[config.mk]
export PLATFORM = sky130hd
export DESIGN_NAME = fbramp_seq
export DESIGN_NICKNAME = d
export VERILOG_FILES = /design/src/rtl/fbramp_pkg.sv /design/src/rtl/fbramp_sync.sv /design/src/rtl/fbramp_step_lut.sv /design/src/rtl/fbramp_tick_cnt.sv /design/src/rtl/fbramp_seq.sv
export SDC_FILE = /design/constraint.sdc
export NUM_CORES = 1
export LEC_CHECK = 0
export BUFFER_PORTS_ARGS = -buffer_cell sky130_fd_sc_hd__buf_2
export CORE_MARGIN = 2
export CORE_UTILIZATION = 45
export CTS_BUF_LIST = sky130_fd_sc_hd__clkbuf_4
export CTS_CLUSTER_SIZE = 25
export DETAILED_ROUTE_END_ITERATION = 12
export HOLD_SLACK_MARGIN = 0.08
export PLACE_DENSITY = 0.83
export SLEW_MARGIN = 5
export SYNTH_ARGS = -nofsm -noshare
export SYNTH_HDL_FRONTEND = slang
export SYNTH_SLANG_ARGS = --single-unit
[constraint.sdc]
create_clock -name clk_i -period 1.75 [get_ports clk_i]
set_input_delay 0.2625 -clock clk_i [delete_from_list [all_inputs] [get_ports clk_i]]
set_output_delay 0.2625 -clock clk_i [all_outputs]
set_load 0.02 [all_outputs]
[src/rtl/fbramp_pkg.sv]
package fbramp_pkg;

   typedef enum logic [1:0] {
      RS_OK      = 2'b00,
      RS_TIMEOUT = 2'b01,
      RS_BADREF  = 2'b10
   } ramp_status_e;

   typedef enum logic [2:0] {
      SQ_IDLE,
      SQ_LOAD,
      SQ_SETTLE,
      SQ_PRERAMP,
      SQ_POLL
   } seq_state_e;

   typedef struct packed {
      logic       hit;
      logic [7:0] a;
      logic [7:0] b;
   } step_pair_t;

   localparam int unsigned REF_12000 = 12000;
   localparam int unsigned REF_12800 = 12800;
   localparam int unsigned REF_13000 = 13000;
   localparam int unsigned REF_19200 = 19200;
   localparam int unsigned REF_38400 = 38400;

   localparam logic [7:0] STEP_A_LOW  = 8'h2B;
   localparam logic [7:0] STEP_B_LOW  = 8'h0B;
   localparam logic [7:0] STEP_A_MID  = 8'h12;
   localparam logic [7:0] STEP_B_MID  = 8'h08;
   localparam logic [7:0] STEP_A_HIGH = 8'h04;
   localparam logic [7:0] STEP_B_HIGH = 8'h05;

endpackage

[src/rtl/fbramp_sync.sv]
module fbramp_sync #(
   parameter int STAGES = 2
) (
   input  logic clk_i,
   input  logic rst_ni,
   input  logic d_i,
   output logic q_o
);

   if (STAGES < 2) begin : g_bad_stages
      $error("fbramp_sync: STAGES must be at least 2");
   end

   logic [STAGES-1:0] chain_q;

   always_ff @(posedge clk_i or negedge rst_ni) begin
      if (!rst_ni) chain_q <= '0;
      else         chain_q <= {chain_q[STAGES-2:0], d_i};
   end

   assign q_o = chain_q[STAGES-1];

endmodule

[src/rtl/fbramp_step_lut.sv]
module fbramp_step_lut
   import fbramp_pkg::*;
#(
   parameter int FREQ_W = 16
) (
   input  logic [FREQ_W-1:0] ref_khz_i,
   output step_pair_t        pair_o
);

   if (FREQ_W < 16) begin : g_bad_freq_w
      $error("fbramp_step_lut: FREQ_W must hold 38400");
   end

   always_comb begin
      pair_o = '0;
      case (ref_khz_i)
         FREQ_W'(REF_12000),
         FREQ_W'(REF_12800),
         FREQ_W'(REF_13000): pair_o = '{hit: 1'b1, a: STEP_A_LOW,  b: STEP_B_LOW};
         FREQ_W'(REF_19200): pair_o = '{hit: 1'b1, a: STEP_A_MID,  b: STEP_B_MID};
         FREQ_W'(REF_38400): pair_o = '{hit: 1'b1, a: STEP_A_HIGH, b: STEP_B_HIGH};
         default:            pair_o = '0;
      endcase
   end

endmodule

[src/rtl/fbramp_tick_cnt.sv]
module fbramp_tick_cnt #(
   parameter int unsigned LIMIT = 4
) (
   input  logic clk_i,
   input  logic rst_ni,
   input  logic clr_i,
   input  logic en_i,
   output logic hit_o
);

   localparam int CW = $clog2(LIMIT + 1);

   if (LIMIT < 1) begin : g_bad_limit
      $error("fbramp_tick_cnt: LIMIT must be at least 1");
   end

   logic [CW-1:0] cnt_q;

   assign hit_o = en_i && (cnt_q == CW'(LIMIT - 1));

   always_ff @(posedge clk_i or negedge rst_ni) begin
      if (!rst_ni)              cnt_q <= '0;
      else if (clr_i || hit_o)  cnt_q <= '0;
      else if (en_i)            cnt_q <= cnt_q + 1'b1;
   end

   // the poll or wait count never passes its budget
   assert_cnt_bound_R6: assert property (@(posedge clk_i) disable iff (!rst_ni)
      cnt_q < CW'(LIMIT));

endmodule

[src/rtl/fbramp_seq.sv]
module fbramp_seq
   import fbramp_pkg::*;
#(
   parameter int          N_W         = 8,
   parameter int          FREQ_W      = 16,
   parameter int          STEP_W      = 8,
   parameter int unsigned WAIT_US     = 1,
   parameter int unsigned MAX_POLLS   = 500,
   parameter int          SYNC_STAGES = 2
) (
   input  logic              clk_i,
   input  logic              rst_ni,
   input  logic              start_i,
   input  logic [N_W-1:0]    n_new_i,
   input  logic [N_W-1:0]    n_cur_i,
   input  logic [FREQ_W-1:0] ref_khz_i,
   input  logic              us_tick_i,
   input  logic              ramp_done_i,
   output logic              step_load_o,
   output logic [STEP_W-1:0] step_a_o,
   output logic [STEP_W-1:0] step_b_o,
   output logic              slow_o,
   output logic              n_wr_o,
   output logic [N_W-1:0]    n_val_o,
   output logic              ramp_en_o,
   output logic              busy_o,
   output logic              done_o,
   output logic [1:0]        status_o
);

   if (STEP_W < 6) begin : g_bad_step_w
      $error("fbramp_seq: STEP_W must hold 0x2B");
   end
   if (N_W < 1) begin : g_bad_n_w
      $error("fbramp_seq: N_W must be positive");
   end

   seq_state_e        state_q;
   step_pair_t        pair;
   logic              done_sync;
   logic              wait_en, wait_clr, wait_hit;
   logic              poll_en, poll_clr, poll_hit;
   logic [N_W-1:0]    n_hold_q;
   logic [N_W-1:0]    n_val_q;
   logic [STEP_W-1:0] step_a_q, step_b_q;
   logic              step_load_q, slow_q, n_wr_q, ramp_q, done_q;
   ramp_status_e      status_q;

   fbramp_step_lut #(.FREQ_W(FREQ_W)) u_lut (
      .ref_khz_i (ref_khz_i),
      .pair_o    (pair)
   );

   fbramp_sync #(.STAGES(SYNC_STAGES)) u_sync (
      .clk_i  (clk_i),
      .rst_ni (rst_ni),
      .d_i    (ramp_done_i),
      .q_o    (done_sync)
   );

   assign wait_en  = us_tick_i && (state_q == SQ_SETTLE || state_q == SQ_PRERAMP);
   assign wait_clr = (state_q == SQ_LOAD);
   assign poll_en  = us_tick_i && (state_q == SQ_POLL);
   assign poll_clr = (state_q != SQ_POLL);

   fbramp_tick_cnt #(.LIMIT(WAIT_US)) u_wait (
      .clk_i  (clk_i),
      .rst_ni (rst_ni),
      .clr_i  (wait_clr),
      .en_i   (wait_en),
      .hit_o  (wait_hit)
   );

   fbramp_tick_cnt #(.LIMIT(MAX_POLLS)) u_poll (
      .clk_i  (clk_i),
      .rst_ni (rst_ni),
      .clr_i  (poll_clr),
      .en_i   (poll_en),
      .hit_o  (poll_hit)
   );

   always_ff @(posedge clk_i or negedge rst_ni) begin
      if (!rst_ni) begin
         state_q     <= SQ_IDLE;
         n_hold_q    <= '0;
         n_val_q     <= '0;
         step_a_q    <= '0;
         step_b_q    <= '0;
         step_load_q <= 1'b0;
         slow_q      <= 1'b0;
         n_wr_q      <= 1'b0;
         ramp_q      <= 1'b0;
         done_q      <= 1'b0;
         status_q    <= RS_OK;
      end else begin
         step_load_q <= 1'b0;
         n_wr_q      <= 1'b0;
         done_q      <= 1'b0;
         case (state_q)
            SQ_IDLE: begin
               if (start_i) begin
                  if (n_new_i == n_cur_i) begin
                     done_q   <= 1'b1;
                     status_q <= RS_OK;
                  end else if (!pair.hit) begin
                     done_q   <= 1'b1;
                     status_q <= RS_BADREF;
                  end else begin
                     step_a_q    <= STEP_W'(pair.a);
                     step_b_q    <= STEP_W'(pair.b);
                     step_load_q <= 1'b1;
                     n_hold_q    <= n_new_i;
                     state_q     <= SQ_LOAD;
                  end
               end
            end
            SQ_LOAD: begin
               slow_q  <= 1'b1;
               state_q <= SQ_SETTLE;
            end
            SQ_SETTLE: begin
               if (wait_hit) begin
                  n_val_q <= n_hold_q;
                  n_wr_q  <= 1'b1;
                  state_q <= SQ_PRERAMP;
               end
            end
            SQ_PRERAMP: begin
               if (wait_hit) begin
                  ramp_q  <= 1'b1;
                  state_q <= SQ_POLL;
               end
            end
            SQ_POLL: begin
               if (poll_en && (done_sync || poll_hit)) begin
                  slow_q   <= 1'b0;
                  ramp_q   <= 1'b0;
                  done_q   <= 1'b1;
                  status_q <= done_sync ? RS_OK : RS_TIMEOUT;
                  state_q  <= SQ_IDLE;
               end
            end
            default: state_q <= SQ_IDLE;
         endcase
      end
   end

   assign step_load_o = step_load_q;
   assign step_a_o    = step_a_q;
   assign step_b_o    = step_b_q;
   assign slow_o      = slow_q;
   assign n_wr_o      = n_wr_q;
   assign n_val_o     = n_val_q;
   assign ramp_en_o   = ramp_q;
   assign busy_o      = (state_q != SQ_IDLE);
   assign done_o      = done_q;
   assign status_o    = status_q;

   // ramp enable only under slowdown
   assert_ramp_in_slow_R5: assert property (@(posedge clk_i) disable iff (!rst_ni)
      ramp_q |-> slow_q);

   // N write happens under slowdown, before the ramp
   assert_nwr_order_R5: assert property (@(posedge clk_i) disable iff (!rst_ni)
      n_wr_q |-> (slow_q && !ramp_q));

   // slowdown rises the cycle after the step load
   assert_slow_after_load_R5: assert property (@(posedge clk_i) disable iff (!rst_ni)
      $rose(slow_q) |-> $past(step_load_q));

   // slowdown and ramp enable fall together with done
   assert_exit_pair_R7: assert property (@(posedge clk_i) disable iff (!rst_ni)
      $fell(slow_q) |-> ($fell(ramp_q) && done_q));

   // a rejected reference moves no ramp control
   assert_badref_quiet_R4: assert property (@(posedge clk_i) disable iff (!rst_ni)
      (done_q && status_q == RS_BADREF) |-> (!slow_q && !ramp_q && !$past(slow_q)));

   // timeout is reported only out of a running ramp
   assert_timeout_src_R8: assert property (@(posedge clk_i) disable iff (!rst_ni)
      (done_q && status_q == RS_TIMEOUT) |-> $past(ramp_q));

endmodule

# Yosys cells after proc, flatten, opt, wreduce, memory -nomap -nowiden
# Index checks and enable logic that the tools add are counted.
[word_totals] regBits=54 elab_cells=93
[op_classes] add_sub_neg=2 n_eq_ne=19 n_mux=33 n_bitwise=2 n_reduce_logical=23
[ops] cell="one-hot mux 17 bit (3 select lines)" n=1
[ops] cell="equality test 16 x 14 -> 1 bit (second input constant)" n=3
[ops] cell="two-way mux 3 bit" n=6
[ops] cell="two-way mux 9 bit" n=2
[ops] cell="equality test 16 x 15 -> 1 bit (second input constant)" n=1
[ops] cell="equality test 16 bit (second input constant)" n=1
[ops] cell="two-way mux 1 bit" n=15
[ops] cell="one-hot mux 3 bit (5 select lines)" n=1
[ops] cell="nonzero test 2 bit" n=5
[ops] cell="adder 9 x 1 -> 9 bit (second input constant)" n=1
[ops] cell="equality test 9 bit (second input constant)" n=1
[ops] cell="equality test 8 bit" n=1
[ops] cell="two-way mux 2 bit" n=4
[ops] cell="AND reduction 4 bit" n=2
[ops] cell="equality test 3 x 2 -> 1 bit (second input constant)" n=2
[ops] cell="!= test 2 x 1 -> 1 bit (second input constant)" n=3
[ops] cell="!= test 2 bit (second input constant)" n=3
[ops] cell="!= test 3 bit (second input constant)" n=2
[ops] cell="one-hot mux 1 bit (2 select lines)" n=3
[ops] cell="AND reduction 6 bit" n=1
[ops] cell="logical AND 1 bit" n=5
[ops] cell="logical OR 1 bit" n=4
[ops] cell="one-hot mux 2 bit (2 select lines)" n=1
[ops] cell="AND reduction 2 bit" n=2
[ops] cell="other kinds (8)" n=9

# Depth between registers and ports, before layout
# Gate-level depths: netlist of the first run.
[logic_depth] depth_word=7 mapped_depth=6 depth_no_buf=6

# By module
# A second synthesis of the first run with hierarchy kept.
[unflattened] cells_unflattened=217 area_unflattened_um2=2737.6
[modules_own_cells] module="fbramp_seq" instances=1 cells_per_inst=120 area_each_um2=1868.0 seq_area_each_um2=1051.0
[modules_own_cells] module="fbramp_tick_cnt at u_poll" instances=1 cells_per_inst=54 area_each_um2=519.2 seq_area_each_um2=225.2
[modules_own_cells] module="fbramp_step_lut" instances=1 cells_per_inst=38 area_each_um2=254.0 seq_area_each_um2=0.0
[modules_own_cells] module="fbramp_sync" instances=1 cells_per_inst=2 area_each_um2=50.0 seq_area_each_um2=50.0
[modules_own_cells] module="fbramp_tick_cnt at u_wait" instances=1 cells_per_inst=3 area_each_um2=46.3 seq_area_each_um2=25.0

# Worst setup path before layout of the first run
# Ideal clock, no wire load.
[synth_path] path_type="in2reg" from="input ref_khz_i[12]" to="register n_hold_q[0]" setup_time_ns=0.125 arrival_time_ns=1.643 t_required_ns=1.625 slack_ns=-0.018 stages=6 n_path_buf=1 path_cell_list="nand2b_4 or4_4 a21oi_4 o211ai_4 buf_6 mux2_4"
[synth_between] elab_chain_len=4 word_cells_on_any_way=8 classes_between="eq/ne (5); mux (1); reduce/logical (2)"
[synth_rtl] element="start: declaration" line_no="fbramp_seq.sv:16" text="input logic [FREQ_W-1:0] ref_khz_i,"
[synth_rtl] element="equality test 16 x 14 -> 1 bit" line_no="fbramp_step_lut.sv:16" text="case (ref_khz_i)"
[synth_rtl] element="OR reduction 3 bit" line_no="fbramp_step_lut.sv:16"
[synth_rtl] element="one-hot mux 17 bit (3 select lines) (*)" line_no="fbramp_step_lut.sv:16"
[synth_rtl] element="AND reduction 4 bit (no line) (*)"
[synth_rtl] element="end signal: assignment" line_no="fbramp_seq.sv:112" text="n_hold_q <= n_new_i;"
[synth_rtl] element="end: declaration" line_no="fbramp_seq.sv:43" text="logic [N_W-1:0] n_hold_q;"
# Mark *: on every way between the ends. The rest lies on a longest branch, timed or not.
# A chain may end at the register's enable or synchronous reset.

# Final worst setup path of the first run
[layout_path] from="input ref_khz_i[3]" to="register n_hold_q[6]"
# Same word-level chain as after synthesis.

==> metrics, run 1 <==
non-filler cells, final 364; DP HPWL 3.75 mm; placed cells 354; reg2reg setup slack 0.15 ns; Yosys cell types 50; clock latency on the worst-skew pair 0.34 ns; CP Data Arrival Time 1.86 ns; number of global-route vias before repair 1,800; Worst EP required 1.99 ns; register bit total from synthesis 43; Hold Crit Class in2reg; worst hold slack 0.175 ns; final clock skew 0.00853 ns; Power Dens Cells 868 nW/um2; Via Count 1,843; Tmin final 1.62 ns; largest net degree at the start of global routing 44; Final #Nets 334; Pint 1810 uW; DRT Wirelength 4.87 mm; global-route wire length before repair 8.16 mm; main flop type after synthesis dfrtp_1; Worst Hold Depth 2; PnR Total Power 2540 uW; RSZ-0062 raised after global routing no; hold endpoint n_hold_q[7]; Leak 0.00152 uW; Die ar. 5620 um2; Synth Instances 209; Area Overhead vs Synth 29.2%; total grt overflow 0; fillers 393; Avg WL per Cell 13.4 um; Mapped Area 2260 um2; MaxCap Viol Count 0; storage element area 1080 um2; GPL Wtd Cong 0.824; max frequency 617 MHz; Setup crit end kind flop; row cnt 25; worst slew pin tran 0.584 ns; Max Root-Sink Buffers 2; Multi-input gate area 1060 um2; Final Setup Violations 0; Crit Path Class in2reg; Critical R2R Capture n_hold_q[2]; DRT iter0 DRCs 111; Clk pwr share 30.0%; Die W 74.9 um; Seq/Total Area, Yosys 47.5%; CTS clk-pin slew, worst paths 0.12 ns; Reg power frac 44.7%; final cell area excluding filler cells 2930 um2; core area 4790 um2; Peak VDD IR 0.470 mV; Initial Utilization 47.3%; period utilization 92.7%; R2R Path Start state_q[1]; hold path start n_new_i[7]; Async S/R FF share, synth 100%; CP startpoint kind input pin; run status completed; worst relative slew slack 60.9%; Comb pwr share 25.3%; Fin. Hold Viols 0; Detailed Routing Iterations Pass 1 4; Total GRT Usage 19.2%; die height 74.9 um; Avg Vias per Cell 5.06; root buffer cell clkbuf_4; number of antenna violations at the first check in global routing 0; Post-synth EDFFs 0; io pins 69; CP Max Fanout 14; Slew Limit Fails 0; total CTS buffers 5; switching portion of total power 28.6%; ANT cells 0; Placed Area 2800 um2; Ys Warns 0; CTS Sinks 43; DRC Markers 0; Reg2Reg Depth 4; Mapped Avg Cell Area 10.8 um2; H-tree depth 2; layout cells sized above 1 44.4%; Switch Pwr 726 uW; CTS tree built; DRT antenna net count 0; port bufs 62
==> area by class of cell <==
class	count	area share (%)
Sequential cell	43	36.8
Multi-Input combinational cell	144	36.3
Timing Repair Buffer	94	19.4
Tap cell	67	2.87
Clock inverter	2	2.05
Clock buffer	6	1.54
Inverter	8	1.03
==> power by group through the flow <==
stage | sequential, uW | clock [uW] | combinational (uW)
after floorplan | 1160 | 0 | 338
after global placement | 1140 | 0 | 618
after detailed placement | 1140 | 0 | 635
after CTS | 1120 | 779 | 645
after global routing | 1140 | 824 | 701
final | 1130 | 762 | 643
==> state kept, by name (all words and copies together) (netlist names) <==
| name | flops |
|---|---|
| done_o | 1 |
| n_hold_q | 8 |
| n_val_o | 8 |
| n_wr_o | 1 |
| ramp_en_o | 1 |
| slow_o | 1 |
| state_q | 3 |
| status_o | 2 |
| step_a_o | 2 |
| step_b_o | 3 |
| step_load_o | 1 |
| u_poll.cnt_q | 9 |
| u_sync.chain_q | 2 |
| u_wait.cnt_q | 1 |
==> synthesized netlist by cell type (all sizes together), types with 4 or more instances <==
library cell | n | area (um2)
mux2 | 19 | 240
nand2b | 4 | 35.0
buf | 13 | 97.6
dfrtp | 43 | 1080
a21oi | 9 | 56.3
clkbuf | 6 | 22.5
nor3 | 5 | 25.0
nor2 | 15 | 56.3
inv | 8 | 30.0
nand2 | 13 | 48.8
and2 | 5 | 32.5
nor4 | 4 | 25.0
xor2 | 11 | 96.3
and3 | 6 | 38.8
o21ai | 8 | 40.0
nand3 | 5 | 25.0
==> per-layer routing <==
layer / GRT usage, % / routed length, um
met1: 24.6 / 2060
met2: 32.3 / 2490
met3: 5.49 / 259
met4: 4.37 / 57
met5: 0 / 0
==> kinds of logic (layout without fill, tap and decap cells) <==
kind of cell    count (synthesis)  in the layout  synth area share (%)
simple gates                   71             71                  18.3
buf+inv                        27            110                  6.63
fa+ha+maj                       1              1                 0.552
xor+xnor                       12             12                  4.64
mux                            22             22                  11.9
compound gates                 32             32                  10.2
other cells                     1              6                 0.166
flops                          43             43                  47.5
==> critical path, stage by stage <==
cell and delay [ns]:
buf_2 0.10, and3_2 0.20, o211ai_1 0.26, a21oi_4 0.11, o211ai_4 0.52, mux2_2 0.40
==> cell usage in the layout (no fill, tap or decap), drive strengths merged, types with 8 or more instances in the layout <==
cell | netlist | final
dfrtp | 43 | 43
mux2 | 19 | 19
nor2 | 15 | 15
a21oi | 9 | 9
buf | 13 | 92
nand2 | 13 | 13
o21ai | 8 | 8
inv | 8 | 8
xor2 | 11 | 11
==> repair_timing <==
action                     4_1_cts  5_1_grt
setup buffers                    0        0
setup endpoints to repair        0        4
hold buffers                     2        0
resized for setup                0        2
hold endpoints to repair        44        0
==> stage by stage <==
stage	TNS [ns]	setup WS [ns]	utilization (%)
floorplan	-0.124	-0.0178	-
global placement	-2.20	-0.195	58.4
detailed placement	-2.71	-0.235	58.4
CTS	0	0.0696	61.0
global route	0	0.0133	61.1
finish	0	0.128	61.1
==> worst max-delay path by stage <==
stage / start / endpoint / slack [ns] / cells past startpoint
floorplan: ref_khz_i[12] / n_hold_q[0] / -0.02 / 6
global placement: ref_khz_i[3] / n_hold_q[7] / -0.20 / 6
detailed placement: ref_khz_i[3] / step_a_o[4] / -0.23 / 6
CTS: state_q[1] / busy_o / 0.07 / 4
global route: state_q[1] / u_poll.cnt_q[8] / 0.01 / 6
finish: ref_khz_i[3] / n_hold_q[6] / 0.13 / 6
(Power assumes the default switching activity.)
==> run 2, diff against run 1 <==
- CORE_UTILIZATION: 45 -> 35
- PLACE_DENSITY: 0.83 -> 0.67
- clock period: 1.75 -> 1.85 ns (I/O delays scaled with it)
==> run 2 against run 1 <==
Critical path depth stayed put. Clock skew down 0.0014 ns. Cell count is 1.9% higher. Design area is 2.3% lower. Highest routed layer unchanged. Wire length is 1.3% lower. Setup slack improved by 0.084 ns. Critical path type unchanged. Sequential share of layout area increased by 0.87 points.
==> metrics, run 2 (synthesized netlist as in run 1, its figures left out) <==
Clk pwr share 20.9% (-9.1 points); largest net degree at the start of global routing 25 (-43%); Die W 84.4 um (+13%); Switch Pwr 690 uW (-4.9%); RSZ-0062 raised after global routing no; number of antenna violations at the first check in global routing 0 (unchanged); Setup crit end kind flop; Slew Limit Fails 0 (unchanged); Initial Utilization 35.9% (-11 points); DRT antenna net count 0 (unchanged); Leak 0.00148 uW (-3.1%); H-tree depth 2 (unchanged); GR Layer Usage met2 23.7% (-8.5 points); worst hold slack 0.175 ns (+0.000592 ns); MaxCap Viol Count 0 (unchanged); GRT busiest layer met2; setup TNS 0 ns (unchanged); die height 84.4 um (+13%); total CTS buffers 5 (unchanged); Crit Path Class in2reg; GPL Wtd Cong 0.910 (+10%); PnR Total Power 2100 uW (-17%); CP Max Fanout 13 (-1); row cnt 29 (+16%); Comb pwr share 29.2% (+3.9 points); Final #Nets 331 (-0.90%); CP startpoint kind input pin; Total GRT Usage 14.2% (-5.0 points); CTS tree built; commonest non-fill, non-tap cell in the layout buf_2; DRC Markers 0 (unchanged); run status completed; max frequency 611 MHz; final clock skew 0.00714 ns (-0.00139 ns); global-route wire length before repair 8.17 mm (about the same); Biggest register u_poll.cnt_q; period utilization 88.5%; core area 6310 um2 (+32%); Detailed Routing Iterations Pass 1 4 (unchanged); Multi-input gate area 1060 um2 (-0.47%); Via Count 1,799 (-2.4%); ANT cells 0 (unchanged); port bufs 62 (unchanged); Final Setup Violations 0 (unchanged); CTS clk-pin slew, worst paths 0.12 ns (about the same); CTS Sinks 43 (unchanged); DP HPWL 3.75 mm (-0.10%); Area Overhead vs Synth 26.2%; max FFs per register 9 (unchanged); layout cells sized above 1 42.9% (-1.6 points); Die ar. 7130 um2 (+27%); worst slew pin tran 0.571 ns (-0.0132 ns); Power Dens Cells 734 nW/um2 (-15%); io pins 69 (unchanged); most frequent cells in the layout buf_2, dfrtp_1, buf_4, nor2_1, nand2_1; Pint 1410 uW (-22%); number of global-route vias before repair 1,769 (-1.7%); Final Core Density 45.3% (-16 points); met3 usage 3.15% (-2.3 points); Worst EP required 2.11 ns (+0.12 ns); root buffer cell clkbuf_4; Max Root-Sink Buffers 2 (unchanged); placed cells 361 (+2.0%); Peak VDD IR 0.464 mV (-1.2%); DRT iter0 DRCs 64 (-42%); Avg Vias per Cell 4.85 (-4.2%); Avg WL per Cell 13.0 um (-3.1%); non-filler cells, final 371 (+1.9%); Hold Crit Class in2reg; Tmin final 1.64 ns; fillers 630 (+60%); clock latency on the worst-skew pair 0.35 ns (about the same); CP Data Arrival Time 1.89 ns (+0.03 ns); total grt overflow 0 (unchanged); storage element area 1080 um2 (unchanged); DRT Wirelength 4.81 mm (-1.3%); worst relative slew slack 61.7% (+0.89 points); switching portion of total power 32.9% (+4.3 points); Fin. Hold Viols 0 (unchanged); GR Util met1 18.5% (-6.1 points); Reg power frac 49.8% (+5.1 points)
-- run 2: routing by layer --
metal,wire [um],vias up
li1,-,880
met1,2200,873
met2,2370,40
met3,181,6
met4,51,0
met5,0,-
-- run 2: final cells by class --
cell class / instances / area share, %
clock buffers: 5 / 1.31
clock inverters: 3 / 0.525
inverters: 8 / 1.05
multi-input cells: 144 / 37.0
flip-flops and latches: 43 / 37.7
well taps: 77 / 3.37
repair buffers: 91 / 19.1
-- run 2: through the flow --
step | cell area [um2] | setup WS, ns
6_report | 2860 | 0.213
5_1_grt | 2860 | 0.116
4_1_cts | 2860 | 0.114
3_5_place_dp | 2790 | -0.181
3_3_place_gp | 2790 | -0.121
2_1_floorplan | 2280 | 0.0672
-- run 2: worst max-delay path, cell delays in order --
cell and delay, ns:
buf_2 0.11, and3_2 0.20, o211ai_1 0.29, a21oi_4 0.11, o211ai_4 0.51, mux2_2 0.40
-- run 2: repair_timing --
| action | CTS | global route |
|---|---|---|
| buffers inserted | 0 | 0 |
| hold buffers | 2 | 0 |
| resized for setup | 0 | 1 |
| endpoints found under the setup margin | 0 | 1 |
| endpoints found under the hold margin | 20 | 0 |
-- run 2: path summary, 6_finish.rpt --
path                                           to  slack, ns  cells past startpoint               from
worst min-delay path                  n_hold_q[0]       0.18                      2         n_new_i[0]
max in group asynchronous             status_o[1]       0.97                      3             rst_ni
worst max register to register             done_o       0.22                      5    u_poll.cnt_q[3]
worst max-delay path                  n_hold_q[6]       0.21                      6       ref_khz_i[3]
min in group asynchronous              n_val_o[7]       0.40                      2             rst_ni
worst min register to register  u_sync.chain_q[1]       0.36                      0  u_sync.chain_q[0]
-- run 2: power by group through the flow --
stage | combinational (uW) | sequential, uW | clock [uW]
after global routing | 671 | 1060 | 511
after CTS | 618 | 1050 | 460
after global placement | 602 | 1060 | 0
final | 614 | 1050 | 438
after floorplan | 320 | 1100 | 0
after detailed placement | 612 | 1060 | 0
==> run 3, diff against run 2 <==
- RECOVER_POWER: not set -> 50
- SKIP_LAST_GASP: not set -> 1
==> run 3 against run 2 <==
Flip-flop and latch count did not move. Via count is 0.17% lower. Wire length increased by 0.33%. Highest routed layer unchanged.
==> metrics, run 3 (synthesized netlist as in run 1, its figures left out) <==
total grt overflow 0 (unchanged); largest net degree at the start of global routing 25 (unchanged); crit-path max cell delay 0.42 ns (-0.09 ns); Setup crit end kind primary output; clock latency on the worst-skew pair 0.36 ns (about the same); core area 6310 um2 (unchanged); final clock skew 0.00729 ns (+0.000143 ns); MaxCap Viol Count 0 (unchanged); Leak 0.00143 uW (-2.8%); most frequent cells in the layout buf_2, dfrtp_1, buf_4, nor2_1, nand2_1; ANT cells 0 (unchanged); worst relative slew slack 24.3% (-37 points); number of global-route vias before repair 1,769 (unchanged); Multi-input gate area 1060 um2 (unchanged); worst hold slack 0.167 ns (-0.00787 ns); DRT antenna net count 0 (unchanged); Initial Utilization 35.9% (unchanged); fillers 633 (+0.48%); CTS Sinks 43 (unchanged); global-route wire length before repair 8.17 mm (unchanged); Reg power frac 49.8% (about the same); Pint 1400 uW (-0.32%); Comb pwr share 29.0% (-0.2 points); DP HPWL 3.75 mm (unchanged); run status completed; H-tree depth 2 (unchanged); CTS clk-pin slew, worst paths 0.12 ns (about the same); period utilization 88.6% (about the same); Final Setup Violations 0 (unchanged); Detailed Routing Iterations Pass 1 4 (unchanged); Crit Path Class reg2out; Power Dens Cells 738 nW/um2 (+0.59%); Worst Hold Depth 2 (unchanged); Total GRT Usage 14.2% (unchanged); total CTS buffers 5 (unchanged); Reg2Reg Depth 5 (unchanged); Placed Area 2790 um2 (unchanged); worst slew pin tran 1.14 ns (+0.565 ns); Slew Limit Fails 0 (unchanged); storage element area 1080 um2 (unchanged); Hold Crit Class in2reg; Switch Pwr 696 uW (+0.84%); Critical-path top delay cell dfrtp_1; Max Root-Sink Buffers 2 (unchanged); max frequency 610 MHz (about the same); layout cells sized above 1 39.5% (-3.4 points); DRT Wirelength 4.82 mm (+0.33%); GPL Wtd Cong 0.910 (unchanged); DRC Markers 0 (unchanged); Clk pwr share 21.1% (+0.2 points); CP Max Fanout 2 (-11); Avg Vias per Cell 4.84 (-0.17%); CP startpoint kind flop; Tmin final 1.64 ns (+0.00134 ns); io pins 69 (unchanged); port bufs 62 (unchanged); die height 84.4 um (unchanged); max FFs per register 9 (unchanged); Die W 84.4 um (unchanged); switching portion of total power 33.1% (+0.26 points); DRT iter0 DRCs 50 (-22%); Worst EP required 1.57 ns (-0.54 ns); final cell area excluding filler cells 2840 um2 (-0.53%); CTS tree built; Peak VDD IR 0.454 mV (-2.1%); cells along the critical path nor3_1 > buf_4 > inv_1 > buf_2; Setup Fix Bufs, Post-CTS 0 (unchanged); RSZ-0062 raised after global routing no; row cnt 29 (unchanged); Via Count 1,796 (-0.17%); CP Data Arrival Time 1.36 ns (-0.53 ns); setup TNS 0 ns (unchanged); Final #Nets 331 (unchanged); Avg WL per Cell 13.0 um (+0.33%); Area Overhead vs Synth 25.5%; Fin. Hold Viols 0 (unchanged); root buffer cell clkbuf_4; number of antenna violations at the first check in global routing 0 (unchanged); commonest non-fill, non-tap cell in the layout buf_2; Biggest register u_poll.cnt_q; Die ar. 7130 um2 (unchanged)
run 3: timing repair:
action | CTS | global route
hold buffers | 2 | 0
endpoints found under the setup margin | 0 | 1
endpoints found under the hold margin | 20 | 0
gates resized for setup | 0 | 1
run 3: cell type report:
cell class                 count  area share [%]
multi-input combinational    144            37.2
sequential                    43            37.9
timing repair buffer          91            18.7
clock inverter                 3           0.528
tap                           77            3.39
inverter                       8            1.06
clock buffer                   5            1.32
run 3: final timing paths:
kind / from / slack [ns] / endpoint
max: state_q[2] / 0.21 / busy_o
max in group asynchronous: rst_ni / 0.52 / status_o[1]
min in group asynchronous: rst_ni / 0.64 / n_val_o[7]
min: n_new_i[0] / 0.17 / n_hold_q[0]
min reg2reg: u_sync.chain_q[0] / 0.36 / u_sync.chain_q[1]
max reg2reg: u_poll.cnt_q[3] / 0.22 / done_o
run 3: worst max-delay path: cells and delay by family (launching register included):
kind	cells	cell delay (ns)
buffers and inverters	3	0.34
DFF	1	0.42
and+or+nand+nor	1	0.25
run 3: power by group through the flow:
stage                     Combinational [uW]  Sequential [uW]  Clock (uW)
after floorplan                          320             1100           0
after global placement                   602             1060           0
after detailed placement                 612             1060           0
after CTS                                618             1050         460
after global routing                     666             1060         511
final                                    610             1050         443
run 3: metrics by stage:
stage | setup WS (ns) | utilization, % | std cells | total power (uW)
2_1_floorplan | 0.0672 | - | 214 | 1420
3_3_place_gp | -0.121 | 44.1 | 361 | 1660
3_5_place_dp | -0.181 | 44.1 | 361 | 1680
4_1_cts | 0.114 | 45.3 | 371 | 2120
5_1_grt | 0.116 | 45.0 | 371 | 2230
6_report | 0.211 | 45.0 | 371 | 2100
run 3: per-layer routing:
metal / up-vias / GRT usage [%] / share of wire, %
li1: 880 / - / -
met1: 872 / 18.5 / 45
met2: 39 / 23.7 / 49
met3: 5 / 3.15 / 4.1
met4: 0 / 4.33 / 1.2
met5: - / 0 / 0
